--- src/rtl/irqc_pkg.sv ---
package irqc_pkg;
  localparam int unsigned ADDR_W = 5;

  typedef enum logic [2:0] {
    GRP_NONE, GRP_STAT0, GRP_MASK0, GRP_STAT1, GRP_MASK1, GRP_EDGE, GRP_CTRL
  } reg_grp_e;

  typedef struct packed {
    reg_grp_e   grp;
    logic [2:0] idx;
  } reg_sel_t;

  // Map a byte address to a register group and a byte index inside it.
  function automatic reg_sel_t decode_addr(input logic [ADDR_W-1:0] a,
                                           input int unsigned nb,
                                           input int unsigned eb);
    reg_sel_t s;
    s.grp = GRP_NONE;
    s.idx = a[2:0];
    if (!a[4]) begin
      s.idx = {1'b0, a[1:0]};
      if (32'(a[1:0]) < nb) begin
        case (a[3:2])
          2'd0:    s.grp = GRP_STAT0;
          2'd1:    s.grp = GRP_MASK0;
          2'd2:    s.grp = GRP_STAT1;
          default: s.grp = GRP_MASK1;
        endcase
      end
    end else if (!a[3]) begin
      if (32'(a[2:0]) < eb) s.grp = GRP_EDGE;
    end else if (a[2:0] == 3'd0) begin
      s.grp = GRP_CTRL;
    end
    return s;
  endfunction
endpackage

--- src/rtl/irqc_edge_detect.sv ---
module irqc_edge_detect #(
  parameter int unsigned N = 24
) (
  input  logic           clk,
  input  logic           rst_n,
  input  logic [N-1:0]   evt_in,
  input  logic [2*N-1:0] cfg,
  output logic [N-1:0]   hit
);
  logic [N-1:0] meta_q, sync_q, prev_q;

  always_ff @(posedge clk or negedge rst_n) begin
    if (!rst_n) begin
      meta_q <= '0;
      sync_q <= '0;
      prev_q <= '0;
    end else begin
      meta_q <= evt_in;
      sync_q <= meta_q;
      prev_q <= sync_q;
    end
  end

  // Odd bit of each pair arms rising capture, even bit arms falling capture.
  for (genvar i = 0; i < N; i++) begin : g_evt
    assign hit[i] = (cfg[2*i+1] &  sync_q[i] & ~prev_q[i])
                  | (cfg[2*i]   & ~sync_q[i] &  prev_q[i]);
  end
endmodule

--- src/rtl/irqc_line_bank.sv ---
module irqc_line_bank #(
  parameter int unsigned N  = 24,
  parameter int unsigned NB = 3
) (
  input  logic          clk,
  input  logic          rst_n,
  input  logic [N-1:0]  hit,
  input  logic [N-1:0]  clr,
  input  logic [NB-1:0] mask_we,
  input  logic [7:0]    wdata,
  output logic [N-1:0]  stat,
  output logic [N-1:0]  mask,
  output logic          irq_n
);
  logic [N-1:0]    stat_q, pend_q;
  logic [NB*8-1:0] mask_q;

  // A clear hands the buffered event back to status; a fresh edge always wins.
  always_ff @(posedge clk or negedge rst_n) begin
    if (!rst_n) begin
      stat_q <= '0;
      pend_q <= '0;
    end else begin
      stat_q <= (stat_q & ~clr) | (pend_q & clr) | hit;
      pend_q <= (~clr & (pend_q | (stat_q & hit))) | (clr & pend_q & hit);
    end
  end

  always_ff @(posedge clk or negedge rst_n) begin
    if (!rst_n) begin
      mask_q <= '1;
    end else begin
      for (int b = 0; b < int'(NB); b++) begin
        if (mask_we[b]) mask_q[b*8 +: 8] <= wdata;
      end
    end
  end

  assign stat  = stat_q;
  assign mask  = mask_q[N-1:0];
  assign irq_n = ~|(stat_q & ~mask_q[N-1:0]);

  AST_PEND_NEEDS_STAT: assert property (@(posedge clk) disable iff (!rst_n)
    ((pend_q & ~stat_q) == '0));
  AST_EDGE_WINS: assert property (@(posedge clk) disable iff (!rst_n)
    (|hit) |=> (($past(hit) & ~stat_q) == '0));
  AST_NO_SPURIOUS_SET: assert property (@(posedge clk) disable iff (!rst_n)
    1'b1 |=> ((stat_q & ~$past(stat_q) & ~$past(hit) & ~$past(pend_q)) == '0));
endmodule

--- src/rtl/dual_irq_collector.sv ---
module dual_irq_collector
  import irqc_pkg::*;
#(
  parameter int unsigned NUM_EVT = 24
) (
  input  logic               clk,
  input  logic               rst_n,
  input  logic [NUM_EVT-1:0] evt_in,
  input  logic [ADDR_W-1:0]  reg_addr,
  input  logic               reg_wr,
  input  logic               reg_rd,
  input  logic [7:0]         reg_wdata,
  output logic [7:0]         reg_rdata,
  output logic [1:0]         irq_n
);
  localparam int unsigned STAT_BYTES = (NUM_EVT + 7) / 8;
  localparam int unsigned EDGE_BYTES = (2 * NUM_EVT + 7) / 8;

  if (NUM_EVT < 1 || NUM_EVT > 32) begin : g_bad_cfg
    $error("NUM_EVT must lie in 1..32");
  end

  reg_sel_t                sel;
  logic                    cor_q;
  logic [EDGE_BYTES*8-1:0] edge_q;
  logic [NUM_EVT-1:0]      hit;
  logic [NUM_EVT-1:0]      stat_l [2];
  logic [NUM_EVT-1:0]      mask_l [2];
  logic [STAT_BYTES*8-1:0] stat_pad [2];
  logic [STAT_BYTES*8-1:0] mask_pad [2];

  assign sel = decode_addr(reg_addr, STAT_BYTES, EDGE_BYTES);

  // Shared edge-select bytes and mode bit.
  always_ff @(posedge clk or negedge rst_n) begin
    if (!rst_n) begin
      edge_q <= '0;
      cor_q  <= 1'b0;
    end else if (reg_wr) begin
      if (sel.grp == GRP_EDGE) edge_q[32'(sel.idx)*8 +: 8] <= reg_wdata;
      if (sel.grp == GRP_CTRL) cor_q <= reg_wdata[0];
    end
  end

  irqc_edge_detect #(.N(NUM_EVT)) u_edge (
    .clk    (clk),
    .rst_n  (rst_n),
    .evt_in (evt_in),
    .cfg    (edge_q[2*NUM_EVT-1:0]),
    .hit    (hit)
  );

  for (genvar l = 0; l < 2; l++) begin : g_line
    localparam reg_grp_e STAT_GRP = (l == 0) ? GRP_STAT0 : GRP_STAT1;
    localparam reg_grp_e MASK_GRP = (l == 0) ? GRP_MASK0 : GRP_MASK1;

    logic [STAT_BYTES*8-1:0] clr_pad;
    logic [STAT_BYTES-1:0]   mask_we;

    always_comb begin
      clr_pad = '0;
      mask_we = '0;
      if (sel.grp == STAT_GRP) begin
        if (cor_q && reg_rd)       clr_pad[32'(sel.idx)*8 +: 8] = 8'hFF;
        else if (!cor_q && reg_wr) clr_pad[32'(sel.idx)*8 +: 8] = reg_wdata;
      end
      if (sel.grp == MASK_GRP && reg_wr) mask_we[sel.idx] = 1'b1;
    end

    irqc_line_bank #(.N(NUM_EVT), .NB(STAT_BYTES)) u_bank (
      .clk     (clk),
      .rst_n   (rst_n),
      .hit     (hit),
      .clr     (clr_pad[NUM_EVT-1:0]),
      .mask_we (mask_we),
      .wdata   (reg_wdata),
      .stat    (stat_l[l]),
      .mask    (mask_l[l]),
      .irq_n   (irq_n[l])
    );

    assign stat_pad[l] = (STAT_BYTES*8)'(stat_l[l]);
    assign mask_pad[l] = (STAT_BYTES*8)'(mask_l[l]);

    AST_W1C_READ_KEEPS: assert property (@(posedge clk) disable iff (!rst_n)
      (!cor_q && reg_rd && !reg_wr) |=> (($past(stat_l[l]) & ~stat_l[l]) == '0));
    AST_COR_WRITE_IGNORED: assert property (@(posedge clk) disable iff (!rst_n)
      (cor_q && reg_wr && !reg_rd) |=> (($past(stat_l[l]) & ~stat_l[l]) == '0));
  end

  always_comb begin
    case (sel.grp)
      GRP_STAT0: reg_rdata = stat_pad[0][32'(sel.idx)*8 +: 8];
      GRP_MASK0: reg_rdata = mask_pad[0][32'(sel.idx)*8 +: 8];
      GRP_STAT1: reg_rdata = stat_pad[1][32'(sel.idx)*8 +: 8];
      GRP_MASK1: reg_rdata = mask_pad[1][32'(sel.idx)*8 +: 8];
      GRP_EDGE:  reg_rdata = edge_q[32'(sel.idx)*8 +: 8];
      GRP_CTRL:  reg_rdata = {7'd0, cor_q};
      default:   reg_rdata = 8'h00;
    endcase
  end
endmodule

--- config.mk ---
export PLATFORM = sky130hd
export DESIGN_NAME = dual_irq_collector
export DESIGN_NICKNAME = d
export VERILOG_FILES = /design/src/rtl/irqc_pkg.sv /design/src/rtl/irqc_edge_detect.sv /design/src/rtl/irqc_line_bank.sv /design/src/rtl/dual_irq_collector.sv
export SDC_FILE = /design/constraint.sdc
export NUM_CORES = 1
export LEC_CHECK = 0
export BUFFER_PORTS_ARGS = -buffer_cell sky130_fd_sc_hd__buf_2
export CAP_MARGIN = 20
export CORE_MARGIN = 10
export CORE_UTILIZATION = 56
export DETAILED_ROUTE_END_ITERATION = 16
export PLACE_DENSITY = 0.82
export SYNTH_ARGS = -nofsm -noshare
export SYNTH_HDL_FRONTEND = slang
export SYNTH_SLANG_ARGS = --single-unit
--- constraint.sdc ---
create_clock -name clk -period 3.1 [get_ports clk]
set_input_delay 0.31 -clock clk [delete_from_list [all_inputs] [get_ports clk]]
set_output_delay 0.31 -clock clk [all_outputs]
set_load 0.01 [all_outputs]
* After elaboration in Yosys (flattened, before gate mapping)
Cells that the tools add are included.
Word-level totals: register bits after elaboration 265, bits of input ports 41, output and inout bits 10, logic and storage cells 263
Operators by class: add/sub/neg operators 1, magnitude comparators 4, eq/ne operators 8, shifts and indexed selects 10, muxes and demuxes 17, bitwise logic cells 194, reductions and logical operators 14
Operator list (count):
- 24-bit AND | 14
- 24-bit OR | 8
- 1-bit AND | 96
- 24-bit 2-to-1 mux | 4
- 24-bit NOT | 4
- 24-bit by 7-bit variable part select with 8-bit output | 4
- 48-bit bitwise mux | 1
- 1-bit NOT | 48
- 8-bit one-hot mux with 6 select lines | 1
- 24-bit OR reduction | 2
- 8-bit by 34-bit variable shift with 48-bit output, first input constant | 1
- 48-bit by 7-bit variable part select with 8-bit output | 1
- 8-bit by 34-bit variable part select with 48-bit output | 1
- 6-bit negation with 34-bit output | 1
- 8-bit by 34-bit variable shift with 24-bit output, first input constant | 1
- 8-bit by 34-bit variable part select with 24-bit output | 1
- 8-bit by 34-bit variable part select with 24-bit output, first input constant | 1
- 3-bit 2-to-1 mux | 8
- 1-bit OR | 24
- 3-bit equality test, second input constant | 3
- 3-bit one-hot mux with 3 select lines | 1
- 3-bit by 2-bit equality test with 1-bit output, second input constant | 2
- 3-bit < comparator, second input constant | 2
- 1-bit logical AND | 5
- 11 further kinds | 14

* Logic depth before layout (Yosys ltp)
depth after elaboration 11, mapped depth 14, mapped depth without buffers 9

* By module
A second synthesis with hierarchy kept.
Second synthesis, totals: cell total of the unflattened synthesis 1170, area, all modules 12182.9 µm²
By module, submodules not included:
- irqc_line_bank | times used 2, cells each 260, area each 2940.3 µm², sequential area each 1831.8 µm²
- dual_irq_collector | times used 1, cells each 506, area each 4167.7 µm², sequential area each 1226.2 µm²
- irqc_edge_detect | times used 1, cells each 144, area each 2134.5 µm², sequential area each 1801.7 µm²

* Least setup slack after synthesis
No wires, ideal clock.
path type in2out, from input port reg_addr[0], to output port reg_rdata[1], arrival time 2.900 ns, data required time 2.790 ns, path slack -0.110 ns, stages on the path 13, path buffers 4, cell sequence clkbuf_1 > inv_1 > buf_2 > clkbuf_1 > ha_1 > nand2b_1 > a32oi_2 > xnor2_1 > clkbuf_1 > nand2_1 > o221ai_1 > a21oi_1 > a2111oi_1
On the way: longest elaborated chain between the ends 6, elaborated cells on any way between the ends 21, classes of those cells order compare (2); eq/ne (6); shift (5); mux (7); reduce/logical (1)
Ends and longest elaborated chain:
- start: declaration | line dual_irq_collector.sv:9 | input logic [ADDR_W-1:0] reg_addr,
- 3-bit < comparator or 3-bit logical NOT (tied branches) | line irqc_pkg.sv:31, irqc_pkg.sv:32
- 3-bit 2-to-1 mux, on equally long branches | line irqc_pkg.sv:31, irqc_pkg.sv:32
- 3-bit 2-to-1 mux | line irqc_pkg.sv:30 | end else if (!a[3]) begin
- 3-bit 2-to-1 mux | line irqc_pkg.sv:20 | if (!a[4]) begin
- 3-bit equality test (tied with other cells) | line dual_irq_collector.sv:92 | case (sel.grp)
- 8-bit one-hot mux with 6 select lines * | line dual_irq_collector.sv:92
- end: declaration | line dual_irq_collector.sv:13 | output logic [7:0] reg_rdata,
Every way passes the cells marked *; elsewhere a longest branch is shown, timed or not.

* Worst setup path in the final report
from input port reg_addr[3], to output port reg_rdata[0]
On the way: longest elaborated chain between the ends 6, elaborated cells on any way between the ends 14, classes of those cells eq/ne (8); mux (5); reduce/logical (1)
Ends and longest elaborated chain:
- 2-bit equality test (tied with other cells) | line irqc_pkg.sv:23 | case (a[3:2])
- 3-bit one-hot mux with 3 select lines | line irqc_pkg.sv:23
- 3-bit 2-to-1 mux | line irqc_pkg.sv:22 | if (32'(a[1:0]) < nb) begin
- 3-bit 2-to-1 mux * | line irqc_pkg.sv:20
- 3-bit equality test (tied with other cells) | line dual_irq_collector.sv:92
- 8-bit one-hot mux with 6 select lines * | line dual_irq_collector.sv:92
Marked as above.

==> metrics <==
Mapped Cells ~1200; WL met1 between 15000 and 20000 um; Post-Layout Cell Count around 1600; starting DRC count in detailed routing approximately 1200; syn nets around 1200; Setup Viol. Count Final 0; global-route wire length before repair roughly 60000 um; Most used DFF post-synth dfrtp_1; Skew-Pair Late Insertion Delay between 500 and 600 ps; met3 wire length about 3200 um; flops & latches, synth around 270; drt drc 0; EDFF count, synth 0; Final Hold Fails 0; Design Area, Final 14500 um^2; Slew Viols, Final 0; largest net degree at the start of global routing just over 80; Clock Tree Root clkbuf_16; CTS Buffer Depth 3; CTS sink cnt ~270; fin nets around 1400; largest cells by area after synthesis dfrtp_1, dfstp_2, nand2_1; outcome finished clean; routed wl met2 between 15000 and 20000 um; DIE WIDTH between 150 and 200 um; vias per std cell 6.33; sequential area share after synthesis a little over half; Wirelength per Cell between 20 and 25 um; Placeable Area between 20000 and 25000 um^2; post-DP HPWL about 28000 um; Startpoint Class primary input; IO Pins 51; number of max-cap violations 0; Least-Margin Pin Slew 809 ps; Detailed Route WL about 39000 um; Synth async-reset ratio between 90% and 100%; Reg clk slew, reported paths 70 ps; period utilization 97.2%; Crit. End Element output pin; synthesis-to-layout area growth 17.4%; vias in the first global route about 10000; Top Metal Used met4; routed vias between 10000 and 15000; Area after DPL 13200 um^2; PwrDens between 600 and 700 nW/um^2; Max VDD drop about 0.00053 V; CTS buffer count 28; crit path kind primary input to output pin; most frequent cells in the layout dfrtp_1, nand2_1, o21ai_0; final setup TNS 0 ps; dpl cells around 1500; Diodes inserted 0; post-route minimum period 3010 ps; Min-Delay Path Class primary input to flip-flop; static leakage roughly 6.6 nW; H-tree Lvls 1; Synthesis Warnings 0; Yosys top cell by area dfrtp_1; critical path data required time 2790 ps; WHS ~150 ps; Die Area around 28000 um^2; Starting Density about 57%; FP Rows 54; top cell type's share of synthesized area roughly 44%; Global Route Usage Sum a little over a quarter; die height 168 um; Max Freq approximately 330 MHz; antenna viol nets, final 0; DR pass1 iterations 5; CP arrival 2700 ps; initial antenna violation count 0; Synth Area per Inst 10.3 um^2; grt total ovfl 0; TritonCTS clock tree yes; max_slew headroom between 40% and 50%; GP Congestion between 1 and 1.5; count of cell types in the netlist 63; layout cells sized above 1 between 20% and 30%; cell area after synthesis roughly 12000 um^2; Layout Skew approximately 21 ps; most common cell after layout, fill and taps aside dfrtp_1; Port Buffer Count 50; crit-path max FO 5
-- power breakdown --
part / internal [W] / switching, W / leakage [nW] / total [W]
Combinational: 0.000729 / 0.000997 / 3.15 / 0.00173
Sequential: 0.00415 / 0.000592 / 3.02 / 0.00474
Clock: 0.00196 / 0.00140 / 0.457 / 0.00335
-- logic make-up (layout without fill, tap and decap cells) --
kind of cell | count (synthesis) | in the layout | share of synthesized area, %
adders and majority gates | 9 | 9 | 0.914
and+or+nand+nor | 409 | 409 | 15.7
buffers and inverters | 117 | 259 | 3.98
xor gates and xnor gates | 1 | 1 | 0.0711
AOI/OAI and AO/OA | 286 | 286 | 15.3
DFF | 265 | 265 | 54.3
muxes | 110 | 110 | 9.74
-- worst max-delay path: stages --
cell and delay [ps]:
buf_2 120, inv_1 50, ha_2 170, or2_4 260, a22oi_2 280, buf_4 170
mux2_4 290, a221o_1 300, a221oi_2 170, a2111oi_0 80, or3_1 350, buf_2 150
-- cells in the mapped netlist, types with 13 or more instances --
cell type,instances
a211o_1,39
a21oi_1,45
a221oi_1,13
and3_1,39
buf_2,14
clkbuf_1,27
dfrtp_1,217
dfstp_2,48
inv_1,69
mux2_2,67
mux2i_1,34
nand2_1,214
nand3_1,67
nor2_1,36
o21ai_0,92
o22ai_1,44
-- metrics by stage --
step,worst slack [ps],power [W],util [%]
floorplan,-1.98,0.00561,-
global placement,92.6,0.00633,60.8
detailed placement,63.8,0.00641,60.8
CTS,60.4,0.00978,66.2
global route,-25.0,0.0102,66.4
finish,87.8,0.00982,66.4
-- area by class of cell --
type	instances	area (um^2)
Clock inverter	12	131
Fill cell	1713	7300
Timing Repair Buffer	138	1050
Tap cell	280	350
Multi-Input combinational cell	815	5180
Inverter	69	259
Sequential cell	265	6690
Clock buffer	40	796
-- state kept, by name (all words and copies together) (netlist names) --
signal                count
g_line.u_bank.stat       48
cor_q                     1
u_edge.sync_q            24
edge_q                   48
u_edge.meta_q            24
u_edge.prev_q            24
g_line.u_bank.mask       48
g_line.u_bank.pend_q     48
-- repair_timing --
| item | 4_1_cts | 5_1_grt |
|---|---|---|
| gates resized for setup | 0 | 5 |
| hold buffers | 25 | 0 |
| hold endpoints to repair | 88 | 0 |
| endpoints found under the setup margin | 0 | 6 |
| buffers inserted | 0 | 2 |
-- per-layer routing --
metal  up-vias  GRT usage, %
li1       4532             -
met3       110          4.07
met1      5064          35.1
met2       541          43.6
met4         0          11.2
met5         -             0
-- path summary, 6_finish.rpt --
kind                                    from                        end  slack [ps]  cells after the start
max                              reg_addr[3]               reg_rdata[0]          90                     12
min                             reg_wdata[6]   g_line[1].u_bank.mask[6]         150                      3
max reg2reg                            cor_q  g_line[0].u_bank.stat[20]         800                      7
min reg2reg                u_edge.meta_q[11]          u_edge.sync_q[11]         350                      0
max in group asynchronous              rst_n   g_line[0].u_bank.mask[4]        1910                      3
min in group asynchronous              rst_n          u_edge.prev_q[16]         360                      2
(Power assumes the default switching activity.)
